[config.mk]
export PLATFORM = sky130hd
export DESIGN_NAME = mii_tx_engine
export DESIGN_NICKNAME = d
export VERILOG_FILES = /design/src/rtl/mii_tx_pkg.sv /design/src/rtl/mii_crc32.sv /design/src/rtl/mii_tx_defer.sv /design/src/rtl/mii_tx_engine.sv
export SDC_FILE = /design/constraint.sdc
export NUM_CORES = 1
export LEC_CHECK = 0
export ABC_AREA = 1
export BUFFER_PORTS_ARGS = -buffer_cell sky130_fd_sc_hd__buf_2
export CELL_PAD_IN_SITES_DETAIL_PLACEMENT = 1
export CELL_PAD_IN_SITES_GLOBAL_PLACEMENT = 2
export CORE_MARGIN = 1.5
export CORE_UTILIZATION = 27
export DETAILED_ROUTE_END_ITERATION = 6
export HOLD_SLACK_MARGIN = 0.12
export PLACE_DENSITY_LB_ADDON = 0.1
export SKIP_CTS_REPAIR_TIMING = 1
export SYNTH_ARGS = -nofsm -noshare
export SYNTH_HDL_FRONTEND = slang
export SYNTH_SLANG_ARGS = --single-unit
[constraint.sdc]
create_clock -name clk -period 2.4 [get_ports clk]
set_input_delay 0.12 -clock clk [delete_from_list [all_inputs] [get_ports clk]]
set_output_delay 0.12 -clock clk [all_outputs]
set_load 0.02 [all_outputs]
[src/rtl/mii_tx_pkg.sv]
package mii_tx_pkg;

  typedef enum logic [1:0] {
    ST_IDLE,
    ST_PRE,
    ST_DATA,
    ST_FCS
  } tx_state_e;

  localparam logic [31:0] CRC_POLY_REV = 32'hEDB88320;
  localparam logic [31:0] CRC_PRESET   = 32'hFFFFFFFF;

  // Advance a bit-reversed CRC-32 by one byte, least significant bit first.
  function automatic logic [31:0] crc32_step(input logic [31:0] c_in, input logic [7:0] d);
    logic [31:0] c;
    logic        fb;
    c = c_in;
    for (int b = 0; b < 8; b++) begin
      fb = c[0] ^ d[b];
      c  = c >> 1;
      if (fb) c = c ^ CRC_POLY_REV;
    end
    return c;
  endfunction

endpackage

[src/rtl/mii_crc32.sv]
module mii_crc32
  import mii_tx_pkg::*;
(
  input  logic        clk,
  input  logic        rst,
  input  logic        init,
  input  logic        en,
  input  logic [7:0]  din,
  output logic [31:0] crc_o
);

  logic [31:0] crc_q;

  always_ff @(posedge clk) begin
    if (rst || init) crc_q <= CRC_PRESET;
    else if (en)     crc_q <= crc32_step(crc_q, din);
  end

  assign crc_o = crc_q;

endmodule

[src/rtl/mii_tx_defer.sv]
module mii_tx_defer #(
  parameter int IPG_W = 8
) (
  input  logic             clk,
  input  logic             rst,
  input  logic             tx_en_i,
  input  logic             crs_i,
  input  logic             rx_dv_i,
  input  logic             full_i,
  input  logic [IPG_W-1:0] ipg_i,
  output logic             may_start_o
);

  localparam logic [IPG_W-1:0] CNT_MAX = '1;
  localparam logic [IPG_W:0]   LEAD    = (IPG_W+1)'(2);

  logic [IPG_W-1:0] quiet_q;
  logic             carrier;
  logic             busy;
  logic [IPG_W:0]   elapsed;

  // Receive activity counts only in half duplex.
  assign carrier = !full_i && (crs_i || rx_dv_i);
  assign busy    = tx_en_i || carrier;

  // Quiet cycles counted since the line and the transmitter both went idle.
  // The count saturates, so after reset the first frame goes out at once.
  always_ff @(posedge clk) begin
    if (rst)                       quiet_q <= CNT_MAX;
    else if (busy)                 quiet_q <= '0;
    else if (quiet_q != CNT_MAX)   quiet_q <= quiet_q + IPG_W'(1);
  end

  // The +2 covers the edge at which the start is decided and the edge that raises tx_en.
  assign elapsed     = {1'b0, quiet_q} + LEAD;
  assign may_start_o = !busy && (elapsed >= {1'b0, ipg_i});

  // in half duplex no frame starts from an edge that saw carrier or receive activity.
  assert_half_defer_R10: assert property (@(posedge clk) disable iff (rst)
    (!full_i && $rose(tx_en_i)) |-> !$past(crs_i || rx_dv_i, 2));

endmodule

[src/rtl/mii_tx_engine.sv]
module mii_tx_engine
  import mii_tx_pkg::*;
#(
  parameter int IPG_W     = 8,
  parameter int PRE_BYTES = 7
) (
  input  logic             clk,
  input  logic             rst,
  input  logic             full_duplex,
  input  logic [IPG_W-1:0] ipg_cycles,
  input  logic             in_valid,
  output logic             in_ready,
  input  logic [7:0]       in_data,
  input  logic             in_sof,
  input  logic             in_eof,
  input  logic             in_err,
  input  logic             crs,
  input  logic             rx_dv,
  output logic [3:0]       txd,
  output logic             tx_en
);

  localparam int PRE_NIB = 2 * PRE_BYTES + 2;
  localparam int FCS_NIB = 8;
  localparam int CNT_W   = $clog2(PRE_NIB + 1);
  localparam int MIN_NIB = PRE_NIB + FCS_NIB;
  localparam int RUN_W   = 16;
  localparam logic [CNT_W-1:0] PRE_LAST = CNT_W'(PRE_NIB - 1);
  localparam logic [CNT_W-1:0] FCS_LAST = CNT_W'(FCS_NIB - 1);

  tx_state_e        st_q;
  logic [CNT_W-1:0] cnt_q;
  logic             half_q, last_q, err_q, mode_q;
  logic [3:0]       hi_q, txd_q;
  logic             tx_en_q;
  logic             may_start, start, take;
  logic [31:0]      crc_q, fcs_word;

  assign start    = (st_q == ST_IDLE) && in_valid && in_sof && may_start;
  assign in_ready = ((st_q == ST_IDLE) && !in_sof) || ((st_q == ST_DATA) && !half_q);
  assign take     = (st_q == ST_DATA) && !half_q && in_valid;
  assign fcs_word = err_q ? crc_q : ~crc_q;

  mii_crc32 u_crc (
    .clk   (clk),
    .rst   (rst),
    .init  (start),
    .en    (take),
    .din   (in_data),
    .crc_o (crc_q)
  );

  mii_tx_defer #(.IPG_W(IPG_W)) u_defer (
    .clk         (clk),
    .rst         (rst),
    .tx_en_i     (tx_en_q),
    .crs_i       (crs),
    .rx_dv_i     (rx_dv),
    .full_i      (mode_q),
    .ipg_i       (ipg_cycles),
    .may_start_o (may_start)
  );

  always_ff @(posedge clk) begin
    if (rst) begin
      st_q    <= ST_IDLE;
      cnt_q   <= '0;
      half_q  <= 1'b0;
      last_q  <= 1'b0;
      err_q   <= 1'b0;
      mode_q  <= 1'b0;
      hi_q    <= '0;
      txd_q   <= '0;
      tx_en_q <= 1'b0;
    end else begin
      unique case (st_q)
        ST_IDLE: begin
          tx_en_q <= 1'b0;
          txd_q   <= '0;
          if (start) begin
            st_q   <= ST_PRE;
            cnt_q  <= '0;
            err_q  <= 1'b0;
            half_q <= 1'b0;
          end else begin
            mode_q <= full_duplex;
          end
        end
        ST_PRE: begin
          tx_en_q <= 1'b1;
          txd_q   <= (cnt_q == PRE_LAST) ? 4'hD : 4'h5;
          if (cnt_q == PRE_LAST) begin
            st_q   <= ST_DATA;
            half_q <= 1'b0;
          end else begin
            cnt_q <= cnt_q + CNT_W'(1);
          end
        end
        ST_DATA: begin
          tx_en_q <= 1'b1;
          if (!half_q) begin
            if (in_valid) begin
              txd_q  <= in_data[3:0];
              hi_q   <= in_data[7:4];
              last_q <= in_eof;
              err_q  <= err_q | in_err;
              half_q <= 1'b1;
            end else begin
              // Source ran dry: close the frame with a corrupted check sequence.
              txd_q <= crc_q[3:0];
              err_q <= 1'b1;
              cnt_q <= CNT_W'(1);
              st_q  <= ST_FCS;
            end
          end else begin
            txd_q  <= hi_q;
            half_q <= 1'b0;
            if (last_q) begin
              st_q  <= ST_FCS;
              cnt_q <= '0;
            end
          end
        end
        ST_FCS: begin
          tx_en_q <= 1'b1;
          txd_q   <= fcs_word[{cnt_q[2:0], 2'b00} +: 4];
          if (cnt_q == FCS_LAST) st_q  <= ST_IDLE;
          else                   cnt_q <= cnt_q + CNT_W'(1);
        end
        default: st_q <= ST_IDLE;
      endcase
    end
  end

  assign txd   = txd_q;
  assign tx_en = tx_en_q;

  // Run-length counters that feed the assertions below.
  logic [RUN_W-1:0] nib_run;
  logic [IPG_W-1:0] low_run;
  logic             seen_frame;

  always_ff @(posedge clk) begin
    if (rst) begin
      nib_run    <= '0;
      low_run    <= '0;
      seen_frame <= 1'b0;
    end else if (tx_en_q) begin
      if (nib_run != '1) nib_run <= nib_run + RUN_W'(1);
      low_run    <= '0;
      seen_frame <= 1'b1;
    end else begin
      nib_run <= '0;
      if (low_run != '1) low_run <= low_run + IPG_W'(1);
    end
  end

  // every frame opens with a preamble nibble.
  assert_preamble_first_R2: assert property (@(posedge clk) disable iff (rst)
    $rose(tx_en) |-> (txd == 4'h5));

  // a frame holds at least preamble, delimiter and FCS, in whole bytes.
  assert_frame_len_R4: assert property (@(posedge clk) disable iff (rst)
    $fell(tx_en) |-> ((nib_run >= RUN_W'(MIN_NIB)) && !nib_run[0]));

  // tx_en never rises again before the programmed gap has passed.
  assert_gap_R8: assert property (@(posedge clk) disable iff (rst)
    ($rose(tx_en) && seen_frame) |-> (low_run >= ipg_cycles));

endmodule

Word-level counts from Yosys, hierarchy flattened
Cells that the tools add are included.
- register bits: 60
- input bits: 25
- output and inout bits: 6
- logic and storage cells: 129
- add/sub/neg operators: 3
- magnitude comparators: 1
- eq/ne operators: 14
- shifts and indexed selects: 1
- muxes and demuxes: 52
- bitwise operators: 20
- reductions and logical operators: 27
- operators by type and width (cell ; count):
    $mux 32 ; 23
    $not 13->14 ; 8
    $not 32->32 ; 1
    $shiftx 32x6->4 ; 1
    $mux 5 ; 6
    $pmux 5 s4 ; 1
    $mux 8 ; 2
    $pmux 4 s4 ; 1
    $mux 2 ; 6
    $mux 4 ; 3
    $ne 2x2->1 const B ; 5
    $reduce_and 5->1 ; 2
    $add 8x2->9 const B ; 1
    $ge 9x8->1 ; 1
    $reduce_and 3->1 ; 3
    $add 8x1->8 const B ; 1
    $logic_and 1x1->1 ; 8
    $ne 8x8->1 const B ; 1
    $pmux 2 s4 ; 1
    $xor 1x1->1 ; 8
    $mux 1 ; 6
    $ne 3x3->1 const B ; 2
    $add 5x1->5 const B ; 1
    $eq 5x3->1 const B ; 1
    15 further kinds ; 25

Logic depth before layout (Yosys ltp)
Gate-level depths: netlist (run 1).
- depth after elaboration: 34
- depth in mapped cells: 17

By module
A second synthesis (run 1) with hierarchy kept.
- cell total of the unflattened synthesis: 696
- area, all modules: 4376.7 µm²
- by module, submodules not included (module ; instances ; cells each ; area an instance (µm²) ; sequential area each (µm²)):
    mii_crc32 ; 1 ; 377 ; 2262.2 ; 640.6
    mii_tx_engine ; 1 ; 216 ; 1387.6 ; 400.4
    mii_tx_defer ; 1 ; 103 ; 726.9 ; 160.2

Worst setup path after synthesis (run 1)
No wires, ideal clock.
- path kind: register -> register
- start point: register u_defer.quiet_q[1]
- end point: register u_crc.crc_q[28], in the netlist u_crc.crc_o[28]
- setup time: 0.133 ns
- data arrival time: 1.950 ns
- data required time: 2.267 ns
- setup slack: 0.317 ns
- cell stages (with the launch flop): 17
- clock period less this slack: 2.083 ns
- cell sequence: dfxtp_1 ha_1 nand2_1 nor2_1 xor2_1 ha_1 nand2_1 inv_1 nand2_1 nand2_1 nand2_1 nand2_1 nand2_2 nand2_1 inv_2 buf_6 o221ai_1
- word-level cells in the longest chain between the ends: 5
- ends and longest elaborated chain (item ; line ; source):
    start, declared ; mii_tx_defer.sv:17 ; logic [IPG_W-1:0] quiet_q;
    start signal, assigned ; mii_tx_defer.sv:31 ; else if (quiet_q != CNT_MAX) quiet_q <= quiet_q + IPG_W'(1);
    $add 8x2->9 ; mii_tx_defer.sv:35 ; assign elapsed = {1'b0, quiet_q} + LEAD;
    $ge 9x8->1 ; mii_tx_defer.sv:36 ; assign may_start_o = !busy && (elapsed >= {1'b0, ipg_i});
    $logic_and 1x1->1 ; mii_tx_defer.sv:36 ;
    $logic_and 1x1->1 ; mii_tx_engine.sv:39 ; assign start = (st_q == ST_IDLE) && in_valid && in_sof && may_start;
    $logic_or 1x1->1 ; mii_crc32.sv:15 ; if (rst || init) crc_q <= CRC_PRESET;
    end signal, assigned ; mii_crc32.sv:16 ; else if (en) crc_q <= crc32_step(crc_q, din);
    end, declared ; mii_crc32.sv:12 ; logic [31:0] crc_q;
Every way passes these cells.
A chain may end at the register's enable or synchronous reset.

Final worst setup path (run 1)
- start point: register u_defer.quiet_q[5]
- end point: register u_crc.crc_q[28], in the netlist u_crc.crc_o[28]
The elaborated chain is that of the path after synthesis.

==> out/metrics.yaml, run 1 <==
place:
  dp_cells: 856
  hpwl_microns: 10300
  place.gp.congestion: 0.784
  pre_cts_slack_ns: -0.0172
  io_buffers: 30
sta:
  hold_viol: 0
  drv_slew: 0
  grt_setup_unrepaired: "false"
  setup_viol: 0
  setup_tns_ns: 0
  min_period_over_period: 0.923
  period_needed_ns: 2.21
  worst_pin_slew_ns: 0.514
  finalWorstSetupSlack_ns: 0.186
  relSlewSlack: 0.657
  max_clock_freq_mhz: 452
  skew_ns: 0.00650
  holdWs_ns: 0.0856
synth:
  yosys.cell_types.count: 40
  ys_ff_latch: 60
  synthTopCellsByArea: "dfxtp_1 (28%), nand2_1 (12%), inv_1 (6.9%)"
  yosysWarnings: 0
  ys.flop_type: "dfxtp_1"
  yosysTopAreaCell: "dfxtp_1"
  synth.avg_cell_area_sq_um: 6.84
  netlist_area_sq_um: 4250
  syn_inst: 621
  synthArstFlopShare: 0
  synth-seq-area-share: 0.283
  yosysTopAreaCellShare: 0.283
  syn_nets: 663
  synth_edf_count: 0
critical_path:
  slowest_stage: "dfxtp_1"
  end_kind: "register"
  cp-start-kind: "register"
  critical_path_class: "register to register"
  crit_fanout: 17
  worstPathRequired_ns: 2.61
  cpMostUsedCell: "nand2_1"
  crit_arrival_ns: 2.43
  reg2reg_slack_ns: 0.19
  slowest_delay_ns: 0.39
  crit_chain: "buf_4 > nand2_1 > nor3_1 > buf_4 > xor2_1 > ha_1 > nand2_1 > nand2_1 > nand2_4 > nand2_2 > inv_2 > buf_12 > o221ai_1"
final_layout:
  drive_gt1_frac: 0.167
  synthToLayoutAreaGrowth_pct: 20.5
  register_area_sq_um: 1210
  instances_no_fill: 877
  multi_input_area_sq_um: 2620
  nets: 703
  fillers: 1926
  antenna_cells: 0
die:
  rows: 45
  dieArea_sq_um: 16500
  core_region_area_sq_um: 15300
  ios: 31
  die_y_microns: 128
  die_w_microns: 128
  initial_utilization: 0.278
clock_network:
  cts_tree: "done"
  clk_pin_slew_ns: 0.06
  cts_max_path_buffers: 2
  cts_buffers: 9
  clock_latency_ns: 0.34
  cts.sinks: 60
  htree_levels: 3
  cts-root-buf: "clkbuf_16"
hold_path:
  hp-class: "primary input to register"
routing:
  vias_per_cell: 4.73
  drt_pass1_iterations: 4
  wire_per_inst_microns: 15.8
  dr_wl_met3_microns: 411
  drtAntennaViolNets: 0
  vias: 4147
  m1WireLength_microns: 6600
  wl_microns: 13900
  wl_met2_microns: 6640
  top_layer: "met4"
  drt_iter0_markers: 143
  drc: 0
power:
  static-leakage-power_nw: 2.50
  vdd_drop_max_mv: 0.414
  power.density_nw_per_um2: 1080
global_route:
  grt_overflow: 0
  antenna_found_initial: 0
  grt_max_degree: 39
  gr-usage-all-layers: 0.179
  grt_pass1_wl_microns: 22400
  grt_pass1_vias: 4163
job:
  maxCapViolCount: 0
outcome:
  status: "finished clean"
## final cells by class
type                    count  share of cell area
multi-input cells         449               0.512
flip-flops and latches     60               0.236
inverters                  92              0.0675
repair buffers             49              0.0670
clock buffers              12              0.0521
well taps                 211              0.0516
clock inverters             4              0.0137
## critical path: cells and delay by family, from the launching register on
family,cells,cell delay [ns]
compound gates,1,0.11
simple gates,6,0.60
buf+inv,4,0.58
fa+ha+maj,1,0.25
xor+xnor,1,0.14
flops,1,0.39
## state kept, by name, indices dropped and copies added, names as in the netlist
name,cells
txd,4
half_q,1
cnt_q,5
u_defer.quiet_q,8
tx_en,1
err_q,1
u_crc.crc_o,32
mode_q,1
st_q,2
last_q,1
hi_q,4
## power breakdown
group	switching, W	leakage [nW]	total, W	internal [W]
Clock	0.000486	0.169	0.00148	0.000990
Sequential	0.000181	0.492	0.00141	0.00123
Combinational	0.00170	1.84	0.00263	0.000935
## layout by cell type, fill, tap and decap left out, types with 7 or more instances in the layout
cell type	synthesis	routed
nand4_1	11	11
clkbuf_16	0	9
inv_1	78	78
nand2_1	139	138
nand2_2	9	9
nand2_4	8	8
nand3_1	48	48
o21ai_0	42	42
dfxtp_1	60	56
xor2_1	31	30
buf_2	8	30
ha_1	17	16
a21oi_1	45	45
o211ai_1	17	17
xnor2_1	7	7
inv_2	12	12
buf_4	1	11
nor2_1	37	36
## Yosys cell counts (8+ instances only)
cell type    n
o211ai_1    17
nand2_2      9
nand3_1     48
nor2_1      37
buf_2        8
ha_1        17
inv_2       12
a21oi_1     45
inv_1       78
nand4_1     11
nand2_4      8
o21ai_0     42
xor2_1      31
nand2_1    139
dfxtp_1     60
## through the flow
step	power [W]	cell area (sq um)	utilization
after floorplan	0.00332	4250	-
after global placement	0.00399	4690	0.307
after detailed placement	0.00404	4690	0.307
after CTS	0.00556	5020	0.329
after global routing	0.00601	5120	0.335
final	0.00552	5120	0.335
## cell families (layout without fill, tap and decap cells)
group	count (synthesis)	in the layout	synth area share
and+or+nand+nor	268	268	0.289
buffers and inverters	112	157	0.110
adders and majority gates	17	17	0.0501
DFF	60	60	0.283
xor gates and xnor gates	42	42	0.102
AOI/OAI and AO/OA	122	122	0.167
## layer usage
layer | GRT usage | vias up
li1 | - | 2104
met1 | 0.224 | 1982
met2 | 0.306 | 46
met3 | 0.0403 | 15
met4 | 0.0535 | 0
met5 | 0 | -
## final timing paths
| path | end | cells after the start | start |
|---|---|---|---|
| min reg2reg | hi_q[2] | 2 | hi_q[2] |
| max | u_crc.crc_o[28] | 13 | u_defer.quiet_q[5] |
| max reg2reg | u_crc.crc_o[28] | 13 | u_defer.quiet_q[5] |
| min | last_q | 3 | in_eof |
(Power assumes the default switching activity.)
==> run 2, diff against run 1 <==
Settings changed: REMOVE_ABC_BUFFERS set to 1, SKIP_CTS_REPAIR_TIMING 1 to unset.
Clock period 2.4 ns to 2.3 ns, I/O delays scaled along.
==> out/metrics.yaml, run 2 (synthesis gave the netlist of run 1 again) <==
final_layout:
  fillers: 1926  # unchanged
  register_area_sq_um: 1210  # -0.21%
  layout_commonest_cell: "nand2_1"
  largest_reg_flops: 32  # unchanged
  design_area_sq_um: 5210  # +1.9%
  multi_input_area_sq_um: 2660  # +1.4%
  synthToLayoutAreaGrowth_pct: 22.7
  drive_gt1_frac: 0.186  # +0.0189
  nets: 716  # +1.8%
  most-common-layout-cells: "nand2_1 (135), inv_1 (77), dfxtp_1 (56), a21oi_1 (45), nand3_1 (45)"
  antenna_cells: 0  # unchanged
die:
  dieArea_sq_um: 16500  # unchanged
  die_w_microns: 128  # unchanged
  ios: 31  # unchanged
  initial_utilization: 0.278  # unchanged
  die_y_microns: 128  # unchanged
  core_region_area_sq_um: 15300  # unchanged
  rows: 45  # unchanged
critical_path:
  reg2regPathDepth: 14  # +1
  crit_arrival_ns: 2.42  # about the same
  worstSetupStartpoint: "u_defer.quiet_q[1]"
  crit_fanout: 7  # -10
  r2r_start: "u_defer.quiet_q[1]"
  cp-start-kind: "register"
  critical_path_class: "register to register"
  reg2reg_slack_ns: 0.16  # -0.03 ns
  r2r_end: "cnt_q[1]"
  end_kind: "register"
  worstPathRequired_ns: 2.58  # -0.03 ns
  crit_path_end: "cnt_q[1]"
routing:
  drt_pass1_iterations: 4  # unchanged
  wl_microns: 13900  # +0.25%
  wl_met2_microns: 6650  # +0.18%
  vias_per_cell: 4.66  # -1.4%
  vias: 4148  # +0.024%
  dr_wl_met3_microns: 375  # -8.8%
  m1WireLength_microns: 6780  # +2.8%
  drtAntennaViolNets: 0  # unchanged
  top_layer: "met4"
  wire_per_inst_microns: 15.6  # -1.2%
  drt_iter0_markers: 144  # +0.70%
  drc: 0  # unchanged
global_route:
  grt_pass1_vias: 4312  # +3.6%
  grt_pass1_wl_microns: 23100  # +2.9%
  antenna_found_initial: 0  # unchanged
  gr-usage-all-layers: 0.182  # +0.00344
  grt_overflow: 0  # unchanged
  grt_max_degree: 27  # -31%
power:
  sequentialPowerShare: 0.259  # +0.003
  internal_power_w: 0.00314  # -0.38%
  clockPowerShare: 0.233  # -0.035
  vdd_drop_max_mv: 0.393  # -5.0%
  switching_share: 0.443  # +0.0143
  power.density_nw_per_um2: 1080  # +0.32%
  combPwrFrac: 0.508  # +0.031
  p_switching_w: 0.00250  # +5.6%
  static-leakage-power_nw: 2.54  # +1.7%
  finalPower_w: 0.00564  # +2.2%
sta:
  period_needed_ns: 2.14  # -0.0702 ns
  holdWs_ns: 0.147  # +0.0611 ns
  max_clock_freq_mhz: 466  # +3.3%
  drv_slew: 0  # unchanged
  min_period_over_period: 0.932  # +0.00959
  skew_ns: 0.00349  # -0.00301 ns
  hold_viol: 0  # unchanged
  grt_setup_unrepaired: "true"
  worst_pin_slew_ns: 0.526  # +0.0112 ns
  setup_viol: 0  # unchanged
  relSlewSlack: 0.649  # -0.00746
clock_network:
  htree_levels: 3  # unchanged
  cts_tree: "done"
  cts-root-buf: "clkbuf_16"
  cts.sinks: 60  # unchanged
  cts_max_path_buffers: 2  # unchanged
  clk_pin_slew_ns: 0.05  # about the same
  cts_buffers: 9  # unchanged
  clock_latency_ns: 0.34  # about the same
hold_path:
  hp-class: "primary input to register"
outcome:
  status: "finished clean"
job:
  maxCapViolCount: 0  # unchanged
place:
  hpwl_microns: 10300  # +0.12%
  placed_area_sq_um: 4730  # +1.0%
  io_buffers: 30  # unchanged
  place.gp.congestion: 0.764  # -2.5%
run 2: cell count changes in the layout (fill, tap and decap cells not counted), sizes merged:
cell / change
buf: +10
clkbuf: +4
bufinv: -2
clkinv: -1
dlygate4sd3: +1
nand2: +1
run 2: per-stage QoR:
stage,instances,TNS [ns],setup slack [ns],util
6_report,890,0,0.156,0.342
5_1_grt,890,-0.306,-0.0416,0.342
4_1_cts,886,0,0.000438,0.333
3_5_place_dp,864,-0.0227,-0.0212,0.310
3_3_place_gp,864,0,0.0194,0.310
2_1_floorplan,601,0,0.0475,-
run 2: worst min-delay path by stage:
| stage | startpoint | to | slack (ns) | cells after the start |
|---|---|---|---|---|
| floorplan | rst | mode_q | 0.18 | 1 |
| global placement | rst | mode_q | 0.35 | 2 |
| detailed placement | rst | txd[0] | 0.34 | 2 |
| CTS | in_data[6] | hi_q[2] | 0.13 | 3 |
| global route | in_err | err_q | 0.21 | 5 |
| finish | in_data[6] | hi_q[2] | 0.15 | 3 |
run 2: final cells by class:
type | count | share of cell area
tap | 211 | 0.0506
timing repair buffer | 61 | 0.0866
multi-input combinational | 450 | 0.510
inverter | 92 | 0.0672
clock inverter | 1 | 0.000960
sequential | 60 | 0.231
clock buffer | 15 | 0.0533
run 2: power groups by stage:
stage               clock [W]  combinational, W  sequential [W]
floorplan                   0           0.00189         0.00150
global placement            0           0.00273         0.00147
detailed placement          0           0.00277         0.00148
CTS                   0.00137           0.00280         0.00146
global route          0.00142           0.00329         0.00150
finish                0.00131           0.00286         0.00146
run 2: repair_timing:
action / CTS / global route
hold buffers: 6 / 0
resized for setup: 1 / 23
endpoints found under the hold margin: 10 / 0
endpoints found under the setup margin: 4 / 40
setup buffers: 0 / 2
pin swaps: 0 / 6
cloned: 0 / 2
run 2: routing by layer:
layer  track usage  up-vias
met5             0        -
met4        0.0377        0
met3        0.0437        7
met1         0.235     1961
li1              -     2137
met2         0.311       43
run 2: critical path, stage by stage (launching register included):
cell and delay [ns]:
dfxtp_2 0.33, ha_2 0.21, nand2_1 0.09, nor3_1 0.30, xor2_1 0.11, ha_1 0.29
nand2_1 0.05, nand2_1 0.06, nand2_2 0.07, buf_6 0.14, nand2_8 0.09, nand3_4 0.10
nand2_1 0.09, inv_1 0.05, nor2_1 0.08
==> run 3, diff against run 2 <==
Settings changed: CORE_MARGIN 1.5 to 2.
==> out/metrics.yaml, run 3 (synthesis gave the netlist of run 1 again) <==
routing:
  drt_pass1_iterations: 4  # unchanged
  vias_per_cell: 4.74  # +1.6%
  vias: 4211  # +1.5%
  wl_microns: 14400  # +3.2%
  drtAntennaViolNets: 0  # unchanged
  drt_iter0_markers: 214  # +49%
  wire_per_inst_microns: 16.1  # +3.3%
  drc: 0  # unchanged
sta:
  max_clock_freq_mhz: 462  # -0.96%
  worst_pin_slew_ns: 0.508  # -0.0178 ns
  grt_setup_unrepaired: "true"
  finalWorstSetupSlack_ns: 0.135  # -0.0209 ns
  period_needed_ns: 2.16  # +0.0209 ns
  setup_tns_ns: 0  # unchanged
  skew_ns: 0.00912  # +0.00563 ns
  hold_viol: 0  # unchanged
  holdWs_ns: 0.159  # +0.0124 ns
  min_period_over_period: 0.941  # +0.00907
  setup_viol: 0  # unchanged
  drv_slew: 0  # unchanged
  relSlewSlack: 0.660  # +0.0112
job:
  maxCapViolCount: 0  # unchanged
global_route:
  grt_max_degree: 27  # unchanged
  grt_overflow: 0  # unchanged
  grt_pass1_vias: 4231  # -1.9%
  grt_pass1_wl_microns: 23000  # -0.54%
  antenna_found_initial: 0  # unchanged
  gr-usage-all-layers: 0.179  # -0.00327
power:
  combPwrFrac: 0.523  # +0.015
  power.density_nw_per_um2: 1060  # -2.3%
  switching_share: 0.450  # +0.00745
  static-leakage-power_nw: 2.56  # +0.63%
  vdd_drop_max_mv: 0.385  # -2.1%
  clockPowerShare: 0.216  # -0.017
  p_switching_w: 0.00253  # +1.4%
  sequentialPowerShare: 0.261  # +0.002
  internal_power_w: 0.00309  # -1.6%
die:
  rows: 45  # unchanged
  die_w_microns: 129  # +0.78%
  dieArea_sq_um: 16800  # +1.6%
  core_region_area_sq_um: 15300  # +0.37%
  ios: 31  # unchanged
  die_y_microns: 129  # +0.78%
  initial_utilization: 0.277  # -0.00102
critical_path:
  reg2regPathDepth: 17  # +3
  critical_path_class: "register to register"
  cp-start-kind: "register"
  r2r_end: "cnt_q[2]"
  r2r_start: "u_defer.quiet_q[2]"
  worstSetupStartpoint: "u_defer.quiet_q[2]"
  crit_arrival_ns: 2.40  # -0.02 ns
  worstPathRequired_ns: 2.54  # -0.04 ns
  reg2reg_slack_ns: 0.14  # -0.02 ns
  end_kind: "register"
  crit_fanout: 7  # unchanged
place:
  io_buffers: 30  # unchanged
  pre_cts_slack_ns: -0.0468  # -0.0256 ns
  dp_cells: 862  # -0.23%
  hpwl_microns: 10500  # +1.7%
  place.gp.congestion: 0.738  # -3.4%
clock_network:
  cts_buffers: 9  # unchanged
  cts.sinks: 60  # unchanged
  clk_pin_slew_ns: 0.06  # about the same
  htree_levels: 3  # unchanged
  cts_tree: "done"
  clock_latency_ns: 0.34  # about the same
  cts-root-buf: "clkbuf_16"
  cts_max_path_buffers: 2  # unchanged
final_layout:
  synthToLayoutAreaGrowth_pct: 25.2
  register_area_sq_um: 1200  # -0.10%
  instances_no_fill: 889  # -0.11%
  antenna_cells: 0  # unchanged
  multi_input_area_sq_um: 2720  # +2.4%
  nets: 719  # +0.42%
  layout_commonest_cell: "nand2_1"
  largest_reg_flops: 32  # unchanged
  fillers: 1924  # -0.10%
  most-common-layout-cells: "nand2_1 (134), inv_1 (74), dfxtp_1 (57), a21oi_1 (43), nand3_1 (43)"
  utilization: 0.347  # +0.00569
  drive_gt1_frac: 0.205  # +0.0194
hold_path:
  hp-class: "primary input to register"
  min_path_cells: 5  # +2
  hold_end: "err_q"
  hold_path_startpoint: "in_err"
outcome:
  status: "finished clean"
[run 3: per-layer routing]
| layer | up-vias | routed length, microns | track usage | part of all wire |
|---|---|---|---|---|
| met1 | 2020 | 6930 | 0.233 | 0.48 |
| met5 | - | 0 | 0 | 0 |
| met3 | 5 | 474 | 0.0413 | 0.033 |
| met2 | 41 | 6850 | 0.305 | 0.48 |
| li1 | 2145 | - | - | - |
| met4 | 0 | 106 | 0.0348 | 0.0074 |
[run 3: power by group through the flow]
stage	clock network [W]	logic (W)	registers (W)
3_5_place_dp	0	0.00276	0.00148
6_report	0.00121	0.00294	0.00147
5_1_grt	0.00130	0.00336	0.00150
3_3_place_gp	0	0.00272	0.00148
4_1_cts	0.00126	0.00283	0.00146
2_1_floorplan	0	0.00189	0.00150
[run 3: worst max-delay path by stage]
stage                            endpoint  slack [ns]  cells past startpoint
after floorplan           u_crc.crc_o[17]        0.05                     15
after global placement           cnt_q[1]        0.01                     14
after detailed placement         cnt_q[1]       -0.05                     19
after CTS                        cnt_q[1]      -0.009                     19
after global routing             cnt_q[2]       -0.06                     19
final                            cnt_q[2]        0.14                     17
[run 3: final cells by class]
cell class | count | area share
multi-input combinational | 450 | 0.512
timing repair buffer | 64 | 0.0983
tap | 211 | 0.0496
inverter | 92 | 0.0677
sequential | 60 | 0.226
clock buffer | 12 | 0.0463
[run 3: repair_timing]
item | 4_1_cts | 5_1_grt
gates cloned | 0 | 5
pin swaps | 0 | 13
hold buffers | 7 | 0
buffers inserted | 0 | 3
endpoints found under the setup margin | 14 | 41
hold endpoints to repair | 9 | 0
gates resized for setup | 4 | 40
[run 3: worst max-delay path, stage by stage (launching register included)]
cell and delay [ns]:
dfxtp_2 0.34, buf_6 0.10, nand3_4 0.08, xor2_1 0.15, ha_1 0.31, a21oi_1 0.17, nand3_2 0.11, nand2_1 0.08
nand2_1 0.05, nand2_1 0.05, nand2_1 0.05, nand2_2 0.09, buf_6 0.14, nand2_8 0.08, nand3_4 0.10, nand2_1 0.06
inv_1 0.06, nor2_1 0.03
[run 3: stage by stage]
step                      power (W)  instance area (sq um)
final                       0.00562                   5320
after CTS                   0.00555                   5060
after global placement      0.00419                   4720
after floorplan             0.00339                   4130
after detailed placement    0.00425                   4720
after global routing        0.00616                   5320
